==> src/rtl/updn_timer_pkg.sv <==
package updn_timer_pkg;

  typedef enum logic [1:0] {
    MODE_STOP = 2'd0,
    MODE_UP   = 2'd1,
    MODE_UPDN = 2'd2,
    MODE_PIN  = 2'd3
  } cntMode_t;

  typedef enum logic [1:0] {
    POL_LOW   = 2'd0,
    POL_HIGH  = 2'd1,
    POL_ACTHI = 2'd2,
    POL_ACTLO = 2'd3
  } outPol_t;

  localparam logic [2:0] ADDR_CTRL    = 3'd0;
  localparam logic [2:0] ADDR_COUNT   = 3'd1;
  localparam logic [2:0] ADDR_PERIOD  = 3'd2;
  localparam logic [2:0] ADDR_COMPARE = 3'd3;
  localparam logic [2:0] ADDR_FLAGS   = 3'd4;
  localparam logic [2:0] ADDR_MASK    = 3'd5;

  localparam int NUM_EVENTS = 4;

  typedef struct packed {
    logic     tick;
    logic     wrCount;
    logic     wrPeriod;
    logic     wrCompare;
    cntMode_t mode;
    logic     loadOnPer;
    outPol_t  pol;
    logic     dirUp;
  } dpCtrl_t;

  typedef struct packed {
    logic evPer;
    logic evCmp;
    logic evMax;
    logic evZero;
  } dpEvents_t;

endpackage

==> src/rtl/updn_timer_ctrl.sv <==
module updn_timer_ctrl
  import updn_timer_pkg::*;
#(
  parameter int W   = 16,
  parameter int PSW = 3,
  parameter int CW  = PSW + 6
) (
  input  logic          clk,
  input  logic          rstN,
  input  logic          wrEn,
  input  logic [2:0]    regAddr,
  input  logic [CW-1:0] wrData,
  input  logic          extClkIn,
  input  logic          dirIn,
  input  dpEvents_t     ev,
  input  logic [W-1:0]  cntQ,
  input  logic [W-1:0]  perQ,
  input  logic [W-1:0]  cmpQ,
  output dpCtrl_t       strb,
  output logic [W-1:0]  rdData,
  output logic          irqOut
);

  localparam int PRE_W = (1 << PSW) - 1;

  logic [CW-1:0]         ctrlReg;
  logic [NUM_EVENTS-1:0] flagQ;
  logic [NUM_EVENTS-1:0] maskQ;
  logic [PRE_W-1:0]      preCnt;
  logic [PRE_W-1:0]      preLimit;
  logic [2:0]            extSync;
  logic [1:0]            dirSync;
  logic                  srcEvent;
  logic                  running;
  logic                  tick;
  logic                  wrCtrl;
  logic                  wrFlags;
  logic                  wrMask;
  logic [PSW-1:0]        psel;
  logic                  clkSel;
  logic [NUM_EVENTS-1:0] evVec;
  logic [NUM_EVENTS-1:0] clrVec;

  assign wrCtrl  = wrEn && (regAddr == ADDR_CTRL);
  assign wrFlags = wrEn && (regAddr == ADDR_FLAGS);
  assign wrMask  = wrEn && (regAddr == ADDR_MASK);

  assign psel     = ctrlReg[PSW+1:2];
  assign clkSel   = ctrlReg[PSW+2];
  assign preLimit = ~({PRE_W{1'b1}} << psel);
  assign running  = (ctrlReg[1:0] != MODE_STOP);
  assign srcEvent = clkSel ? (extSync[1] & ~extSync[2]) : 1'b1;
  assign tick     = running && srcEvent && (preCnt == preLimit);

  always_ff @(posedge clk) begin
    if (!rstN) begin
      extSync <= '0;
      dirSync <= '0;
    end else begin
      extSync <= {extSync[1:0], extClkIn};
      dirSync <= {dirSync[0], dirIn};
    end
  end

  always_ff @(posedge clk) begin
    if (!rstN) begin
      preCnt <= '0;
    end else if (wrCtrl) begin
      preCnt <= '0;
    end else if (running && srcEvent) begin
      preCnt <= tick ? '0 : preCnt + 1'b1;
    end
  end

  always_ff @(posedge clk) begin
    if (!rstN) begin
      ctrlReg <= '0;
      maskQ   <= '0;
    end else begin
      if (wrCtrl) ctrlReg <= wrData;
      if (wrMask) maskQ   <= wrData[NUM_EVENTS-1:0];
    end
  end

  assign evVec  = ev;
  assign clrVec = wrFlags ? wrData[NUM_EVENTS-1:0] : '0;

  always_ff @(posedge clk) begin
    if (!rstN) flagQ <= '0;
    else       flagQ <= (flagQ & ~clrVec) | evVec;
  end

  always_comb begin
    strb.tick      = tick;
    strb.wrCount   = wrEn && (regAddr == ADDR_COUNT);
    strb.wrPeriod  = wrEn && (regAddr == ADDR_PERIOD);
    strb.wrCompare = wrEn && (regAddr == ADDR_COMPARE);
    strb.mode      = cntMode_t'(ctrlReg[1:0]);
    strb.loadOnPer = ctrlReg[PSW+3];
    strb.pol       = outPol_t'(ctrlReg[PSW+5:PSW+4]);
    strb.dirUp     = dirSync[1];
  end

  always_comb begin
    case (regAddr)
      ADDR_CTRL:    rdData = {{(W-CW){1'b0}}, ctrlReg};
      ADDR_COUNT:   rdData = cntQ;
      ADDR_PERIOD:  rdData = perQ;
      ADDR_COMPARE: rdData = cmpQ;
      ADDR_FLAGS:   rdData = {{(W-NUM_EVENTS){1'b0}}, flagQ};
      ADDR_MASK:    rdData = {{(W-NUM_EVENTS){1'b0}}, maskQ};
      default:      rdData = '0;
    endcase
  end

  assign irqOut = |(flagQ & maskQ);

  AST_PRESCALE_BOUND: assert property (@(posedge clk) disable iff (!rstN)
    preCnt <= preLimit);

  AST_FLAG_STICKY: assert property (@(posedge clk) disable iff (!rstN)
    !wrFlags |=> ((flagQ & $past(flagQ)) == $past(flagQ)));

  AST_STOPPED_NO_TICK: assert property (@(posedge clk) disable iff (!rstN)
    !running |-> !tick);

endmodule

==> src/rtl/updn_timer_dp.sv <==
module updn_timer_dp
  import updn_timer_pkg::*;
#(
  parameter int W = 16
) (
  input  logic         clk,
  input  logic         rstN,
  input  dpCtrl_t      strb,
  input  logic [W-1:0] wrData,
  output logic [W-1:0] cntQ,
  output logic [W-1:0] perQ,
  output logic [W-1:0] cmpQ,
  output dpEvents_t    ev,
  output logic         pwmOut
);

  logic [W-1:0] perSh;
  logic [W-1:0] cmpSh;
  logic [W-1:0] cntNext;
  logic         dirQ;
  logic         dirNext;
  logic         step;
  logic         loadNow;
  logic         stopped;
  logic         rawCmp;

  assign stopped = (strb.mode == MODE_STOP);
  assign step    = strb.tick && !strb.wrCount;

  always_comb begin
    cntNext = cntQ;
    dirNext = dirQ;
    case (strb.mode)
      MODE_UP: begin
        cntNext = (cntQ >= perQ) ? '0 : cntQ + 1'b1;
      end
      MODE_UPDN: begin
        if (dirQ) begin
          if (cntQ >= perQ) begin
            dirNext = 1'b0;
            cntNext = (cntQ == '0) ? '0 : cntQ - 1'b1;
          end else begin
            cntNext = cntQ + 1'b1;
          end
        end else begin
          if (cntQ == '0) begin
            dirNext = 1'b1;
            cntNext = (perQ == '0) ? '0 : {{(W-1){1'b0}}, 1'b1};
          end else begin
            cntNext = cntQ - 1'b1;
          end
        end
      end
      MODE_PIN: begin
        if (strb.dirUp) cntNext = (cntQ >= perQ) ? '0 : cntQ + 1'b1;
        else            cntNext = (cntQ == '0) ? perQ : cntQ - 1'b1;
      end
      default: begin
        cntNext = cntQ;
      end
    endcase
  end

  always_comb begin
    ev.evZero = step && (cntNext == '0);
    ev.evMax  = step && (cntNext == '1);
    ev.evCmp  = step && (cntNext == cmpQ);
    ev.evPer  = step && (cntNext == perQ);
  end

  assign loadNow = step && ((cntNext == '0) || (strb.loadOnPer && (cntNext == perQ)));

  always_ff @(posedge clk) begin
    if (!rstN) begin
      cntQ <= '0;
      dirQ <= 1'b0;
    end else begin
      if (strb.wrCount) cntQ <= wrData;
      else if (step)    cntQ <= cntNext;
      if (step) dirQ <= dirNext;
    end
  end

  always_ff @(posedge clk) begin
    if (!rstN) begin
      perSh <= '0;
      perQ  <= '0;
      cmpSh <= '0;
      cmpQ  <= '0;
    end else begin
      if (strb.wrPeriod) perSh <= wrData;
      if (strb.wrCompare) cmpSh <= wrData;
      if (strb.wrPeriod && stopped) perQ <= wrData;
      else if (loadNow)             perQ <= perSh;
      if (strb.wrCompare && stopped) cmpQ <= wrData;
      else if (loadNow)              cmpQ <= cmpSh;
    end
  end

  assign rawCmp = (cntQ >= cmpQ);

  always_comb begin
    case (strb.pol)
      POL_LOW:   pwmOut = 1'b0;
      POL_HIGH:  pwmOut = 1'b1;
      POL_ACTHI: pwmOut = rawCmp;
      default:   pwmOut = ~rawCmp;
    endcase
  end

  AST_UP_WRAP: assert property (@(posedge clk) disable iff (!rstN)
    (strb.mode == MODE_UP && strb.tick && !strb.wrCount && cntQ >= perQ) |=> (cntQ == '0));

  AST_STOP_HOLD: assert property (@(posedge clk) disable iff (!rstN)
    (stopped && !strb.wrCount) |=> $stable(cntQ));

  AST_SHADOW_HOLD: assert property (@(posedge clk) disable iff (!rstN)
    (!stopped && !loadNow) |=> ($stable(perQ) && $stable(cmpQ)));

  AST_WRITE_WINS: assert property (@(posedge clk) disable iff (!rstN)
    strb.wrCount |=> (cntQ == $past(wrData)));

endmodule

==> src/rtl/updn_timer.sv <==
module updn_timer
  import updn_timer_pkg::*;
#(
  parameter int W   = 16,
  parameter int PSW = 3
) (
  input  logic         clk,
  input  logic         rstN,
  input  logic         wrEn,
  input  logic [2:0]   regAddr,
  input  logic [W-1:0] wrData,
  output logic [W-1:0] rdData,
  input  logic         extClkIn,
  input  logic         dirIn,
  output logic         pwmOut,
  output logic         irqOut
);

  localparam int CW = PSW + 6;

  dpCtrl_t      strb;
  dpEvents_t    ev;
  logic [W-1:0] cntQ;
  logic [W-1:0] perQ;
  logic [W-1:0] cmpQ;

  updn_timer_ctrl #(.W(W), .PSW(PSW), .CW(CW)) u_ctrl (
    .clk      (clk),
    .rstN     (rstN),
    .wrEn     (wrEn),
    .regAddr  (regAddr),
    .wrData   (wrData[CW-1:0]),
    .extClkIn (extClkIn),
    .dirIn    (dirIn),
    .ev       (ev),
    .cntQ     (cntQ),
    .perQ     (perQ),
    .cmpQ     (cmpQ),
    .strb     (strb),
    .rdData   (rdData),
    .irqOut   (irqOut)
  );

  updn_timer_dp #(.W(W)) u_dp (
    .clk    (clk),
    .rstN   (rstN),
    .strb   (strb),
    .wrData (wrData),
    .cntQ   (cntQ),
    .perQ   (perQ),
    .cmpQ   (cmpQ),
    .ev     (ev),
    .pwmOut (pwmOut)
  );

endmodule

==> config.mk <==
export PLATFORM = sky130hd
export DESIGN_NAME = updn_timer
export DESIGN_NICKNAME = d
export VERILOG_FILES = /design/src/rtl/updn_timer_pkg.sv /design/src/rtl/updn_timer_ctrl.sv /design/src/rtl/updn_timer_dp.sv /design/src/rtl/updn_timer.sv
export SDC_FILE = /design/constraint.sdc
export NUM_CORES = 1
export LEC_CHECK = 0
export CAP_MARGIN = 20
export CORE_UTILIZATION = 35
export DETAILED_ROUTE_END_ITERATION = 8
export DONT_BUFFER_PORTS = 1
export SYNTH_ARGS = -nofsm -noshare
export SYNTH_HDL_FRONTEND = slang
export SYNTH_SLANG_ARGS = --single-unit
==> constraint.sdc <==
create_clock -name clk -period 7.7 [get_ports clk]
set_clock_uncertainty 0.2 [all_clocks]
set_input_delay 0.77 -clock clk [delete_from_list [all_inputs] [get_ports clk]]
set_output_delay 0.77 -clock clk [all_outputs]
set_load 0.01 [all_outputs]
==> impl_metrics.yaml, run 1 <==
outcome:
  status: "finished clean"
setup_path:
  cp_max_fo: 19
  r2r-start: "u_dp.cntQ[0]$_SDFFE_PN0P_"
  cp.arrival_ps: 5280
  required_ps: 7710
  reg2reg_to: "u_dp.perQ[14]$_SDFFE_PN0P_"
  crit_slowest_cell: "nor4_4"
  cpPeakStageDelay_ps: 840
  r2r_cells: 15
  crit_type: "flip-flop to flip-flop"
  r2r_slack_ps: 2420
  cp-start-kind: "flip-flop"
  crit_chain: "inv_1, ha_1, or3b_2, nor4_4, nand2_1, a32oi_1, o311ai_2, xnor2_1, a21oi_1, nand4_1, nor4b_2, a31oi_2, buf_4, o221ai_1, a31oi_1"
  cp-end-kind: "flip-flop"
floorplan:
  dieArea_um2: 24500
  core_um2: 23400
  io_pins: 42
  initial_core_util_pct: 35.7
  rows: 56
  die_w_um: 156
  dieHeight_um: 156
synth:
  yosysTopAreaCell: "dfxtp_1"
  ys_warn_count: 0
  ys_dominant_reg_cell: "dfxtp_1"
  yosysSeqAreaShare_pct: 26.4
  synth_common_cells: "nand2_1 (161), dfxtp_1 (110), clkbuf_1 (66), o21ai_0 (50), a21oi_1 (49)"
  yosysMostFrequentCell: "nand2_1"
  synth.top_cell.area_share_pct: 26.4
  syn_area_per_cell_um2: 7.85
  synth.distinct_cells: 79
  synth-seq-cells: 110
  synthTopCellsByArea: "dfxtp_1 (26%), nand2_1 (7.2%), ha_1 (5.4%)"
  synth_area_um2: 8340
  synth_nets: 1123
  syn_inst: 1063
  async_flop_share_pct: 0
  synth_edf_count: 0
clock_tree:
  clk-insertion-delay-late_ps: 360
  clk_pin_slew_ps: 80
  htreeDepth: 3
  cts_buffers: 9
  cts_sinks: 110
  clk_path_buf_depth: 2
  hold_buffers: 0
  root_buffer: "clkbuf_16"
  post-cts-setup-buffers: 0
  post_cts_resized: 0
  tritoncts: "yes"
hold_path:
  hold_depth: 1
  min_from: "u_ctrl.dirSync[0]$_SDFF_PN0_"
  hold_class: "flip-flop to flip-flop"
  min_to: "u_ctrl.dirSync[1]$_SDFF_PN0_"
detailed_routing:
  viasPerCell: 6.04
  postRouteAntennaNets: 0
  wl_per_cell_um: 21.3
  drtIter0Drc: 843
  drcViolationCount: 0
  routed_wl_um: 28200
  first_pass_iters: 6
  vias: 7999
timing:
  slew_headroom_pct: 19.4
  tightest_slew_ps: 1200
  period_needed_ps: 5280
  drv_slew: 0
  fin_ws_ps: 2420
  fmaxAchievable_mhz: 190
  finalHoldViolations: 0
  tns_ps: 0
  finalCritPeriodShare_pct: 68.5
  setup_viol: 0
  fin_hold_ws_ps: 236
  rsz0062_at_grt: "false"
grt:
  grt_max_degree: 106
  antenna_found_initial: 0
  grt_pass1_wl_um: 43700
  grt_usage_pct: 23.3
  first_global_vias: 7495
  grt_overflow: 0
pwr:
  power.density_nw_per_um2: 163
  power_leakage_nw: 3.10
  ir_drop_mv: 0.109
  total_power_mw: 1.43
layout:
  diodes: 0
  fillCellCount: 2464
  finish.utilization_pct: 37.5
  multi_input_area_um2: 5610
  nets: 1062
  regArea_um2: 2200
  drive_gt1_share_pct: 6.96
  area_growth_pct: 5.22
placement:
  port_buffers: 0
  globalplace.congestion: 0.967
  dp_slack_ps: 2640
  place_hpwl_um: 20600
flow_run:
  drv_cap: 0
## power by group
group / leakage (nW) / internal (mW) / switching, mW
Combinational: 2.08 / 0.134 / 0.214
Sequential: 0.892 / 0.586 / 0.0356
Clock: 0.136 / 0.225 / 0.234
Total: 3.10 / 0.945 / 0.484
## worst max-delay path by stage
stage	start	slack (ps)	end	depth (start not counted)
after CTS	u_dp.cntQ[0]$_SDFFE_PN0P_	2610	u_dp.perQ[14]$_SDFFE_PN0P_	15
after detailed placement	u_dp.cntQ[0]$_SDFFE_PN0P_	2640	u_dp.cmpQ[0]$_SDFFE_PN0P_	14
after global routing	u_dp.cntQ[0]$_SDFFE_PN0P_	2050	u_dp.perQ[14]$_SDFFE_PN0P_	14
after floorplan	u_dp.cntQ[0]$_SDFFE_PN0P_	3630	u_dp.perQ[14]$_SDFFE_PN0P_	17
after global placement	u_dp.cntQ[0]$_SDFFE_PN0P_	2510	u_dp.cmpQ[0]$_SDFFE_PN0P_	14
final	u_dp.cntQ[0]$_SDFFE_PN0P_	2420	u_dp.perQ[14]$_SDFFE_PN0P_	15
## routing by layer
| layer | part of all wire, % | global-route usage [%] |
|---|---|---|
| met5 | 0 | 0 |
| met4 | 4.2 | 10.7 |
| met3 | 7.3 | 3.13 |
| met2 | 44 | 36.1 |
| met1 | 44 | 31.8 |
## cells by family after synthesis
group,synth area share [%]
and+or+nand+nor,23.7
buffers and inverters,6.40
adders and majority gates,5.40
muxes,6.49
DFF,26.4
AOI/OAI and AO/OA,25.8
xor gates and xnor gates,5.77
## sequential cells by signal (all words and copies together) (netlist names), 7 cells and up
signal          flops
u_dp.cmpQ          16
u_dp.cmpSh         16
u_dp.cntQ          16
u_dp.perQ          16
u_dp.perSh         16
u_ctrl.ctrlReg      9
u_ctrl.preCnt       7
## metrics by stage
step           area, um2  cells
3_3_place_gp        8470   1309
3_5_place_dp        8470   1309
2_1_floorplan       8340   1063
5_1_grt             8780   1325
4_1_cts             8750   1324
6_report            8780   1325
## cell type report
cell class / instances / area share, %
multi-input cells: 823 / 63.9
flip-flops and latches: 110 / 25.1
well taps: 319 / 4.55
clock buffers: 9 / 2.57
inverters: 46 / 1.97
repair buffers: 12 / 1.25
clock inverters: 6 / 0.641
## critical path, delay by kind of cell, from the launching register on
family / cells / cell delay (ps)
simple gates: 5 / 2030
compound gates: 6 / 1330
buf+inv: 2 / 520
flops: 1 / 460
fa+ha+maj: 1 / 360
xor+xnor: 1 / 210
## placed cells by master, fill, tap and decap left out, drive strengths merged, types with 13 or more instances in the layout
cell type and instances:
nand2 161, dfxtp 110, o21ai 51, a21oi 51, nor2 48, inv 48
a21boi 45, xnor2 42, ha 36, mux2i 35, nand3 27, a31oi 25
nor4 23, o221ai 22, nor2b 20, nand4 20, and2 18, a22oi 17
nor3 14, xor2 13
No activity file was read; power rests on OpenSTA's default activity.
==> run 2: changes to the inputs <==
- clock period: 7.7 -> 4.7 ns (I/O delays scaled with it)
==> run 2 against run 1 <==
Net effect: non-clock buffer count grew 60; design area is 5.4% higher; sequential cell count is the same; hold slack worse by 190 ps; sequential power up 60%; first-iteration DRC count fell by 6.6%; clock-buffer cell count unchanged; power up 68%; via count rose by 1.8%; critical path depth down 2; combinational power rose by 87%; highest routed layer unchanged.
==> impl_metrics.yaml, run 2 (same netlist as run 1, synthesis figures left out) <==
detailed_routing:
  wl_per_cell_um: 20.9
  drcViolationCount: 0
  postRouteAntennaNets: 0
  drtIter0Drc: 787
  vias: 8140
  first_pass_iters: 6
  viasPerCell: 5.88
  routed_wl_um: 29000
setup_path:
  cp-start-kind: "flip-flop"
  cp-end-kind: "flip-flop"
  cp.arrival_ps: 4690
  r2r-start: "u_dp.cntQ[3]$_SDFFE_PN0P_"
  cp_max_fo: 10
  r2r_slack_ps: 110
  reg2reg_to: "u_ctrl.flagQ[1]$_SDFF_PN0_"
  r2r_cells: 13
  crit_type: "flip-flop to flip-flop"
  required_ps: 4800
hold_path:
  min_from: "dirIn"
  hold_depth: 1
  min_to: "u_ctrl.dirSync[0]$_SDFF_PN0_"
  hold_class: "input pin to flip-flop"
clock_tree:
  clk_pin_slew_ps: 80
  clk-insertion-delay-late_ps: 350
  htreeDepth: 3
  tritoncts: "yes"
  clk_path_buf_depth: 2
  post-cts-setup-buffers: 0
  cts_sinks: 110
  cts_buffers: 9
  root_buffer: "clkbuf_16"
layout:
  fin_cells: 1385
  drive_gt1_share_pct: 12.3
  final_cell_mix: "nand2_1 (161), dfxtp_1 (110), buf_4 (69), o21ai_0 (49), a21oi_1 (49)"
  diodes: 0
  fin_area_um2: 9250
  nets: 1122
  final_common_cell: "nand2_1"
  area_growth_pct: 10.9
floorplan:
  core_um2: 23400
  initial_core_util_pct: 35.7
  dieHeight_um: 156
  dieArea_um2: 24500
  rows: 56
  die_w_um: 156
  io_pins: 42
timing:
  tightest_slew_ps: 1090
  rsz0062_at_grt: "false"
  slew_headroom_pct: 27.1
  fin_hold_ws_ps: 41.4
  drv_slew: 0
  finalHoldViolations: 0
  fmaxAchievable_mhz: 218
  finalCritPeriodShare_pct: 97.6
  setup_viol: 0
  period_needed_ps: 4590
  tns_ps: 0
placement:
  globalplace.congestion: 0.979
  postPlaceCellArea_um2: 8960
  dp_cells: 1370
  port_buffers: 0
  place_hpwl_um: 21600
grt:
  grt_max_degree: 106
  grt_usage_pct: 23.9
  first_global_vias: 7622
  grt_pass1_wl_um: 44600
  grt_overflow: 0
  antenna_found_initial: 0
pwr:
  power.density_nw_per_um2: 259
  ir_drop_mv: 0.172
  total_power_mw: 2.40
  power_leakage_nw: 3.42
flow_run:
  drv_cap: 0
outcome:
  status: "finished clean"
run 2: metal layers:
layer / vias to the layer above / global-route usage [%] / share of wire, %
li1: 3866 / - / -
met1: 3855 / 32.3 / 45
met2: 359 / 37.4 / 44
met3: 60 / 3.13 / 6.9
met4: 0 / 11.9 / 4.1
met5: - / 0 / 0
run 2: where the power goes:
| group | internal [mW] | switching, mW |
|---|---|---|
| sequential | 0.961 | 0.0340 |
| combinational | 0.269 | 0.383 |
| clock | 0.368 | 0.385 |
run 2: worst max-delay path: stages (launching register included):
cell	delay, ps
dfxtp_1	460
or4_1	840
nor4_2	440
and3_1	230
o21bai_1	80
o21ai_0	160
a21o_1	420
nand4_1	180
nor4_1	220
nand4_1	110
or4_1	430
nor4_1	460
buf_4	200
o21a_1	90
run 2: worst max-delay path by stage:
stage                                    startpoint  slack [ps]  cells after the start                          to
final                     u_dp.cntQ[3]$_SDFFE_PN0P_         110                     13  u_ctrl.flagQ[1]$_SDFF_PN0_
after global routing      u_dp.cntQ[3]$_SDFFE_PN0P_           5                     13  u_ctrl.flagQ[1]$_SDFF_PN0_
after CTS                 u_dp.cntQ[3]$_SDFFE_PN0P_         170                     13  u_ctrl.flagQ[1]$_SDFF_PN0_
after detailed placement  u_dp.perQ[6]$_SDFFE_PN0P_           5                     15   u_dp.perQ[4]$_SDFFE_PN0P_
after global placement    u_dp.perQ[6]$_SDFFE_PN0P_          20                     15  u_dp.perQ[14]$_SDFFE_PN0P_
after floorplan           u_dp.cntQ[0]$_SDFFE_PN0P_         630                     17  u_dp.perQ[14]$_SDFFE_PN0P_
run 2: area by class of cell:
type / instances / area (um2)
multi-input cells: 823 / 5620
inverters: 46 / 173
clock buffers: 9 / 225
fillers: 2474 / 14200
clock inverters: 6 / 56.3
repair buffers: 72 / 578
flip-flops and latches: 110 / 2200
well taps: 319 / 399
run 2: per-stage QoR:
stage	util, %	worst slack [ps]
2_1_floorplan	-	629
3_3_place_gp	38.3	15.1
3_5_place_dp	38.3	4.70
4_1_cts	39.5	168
5_1_grt	39.5	4.53
6_report	39.5	112
run 2: timing repair:
item	4_1_cts	5_1_grt
setup endpoints to repair	11	1
gates resized for setup	1	1
hold buffers	0	0
endpoints found under the hold margin	0	0
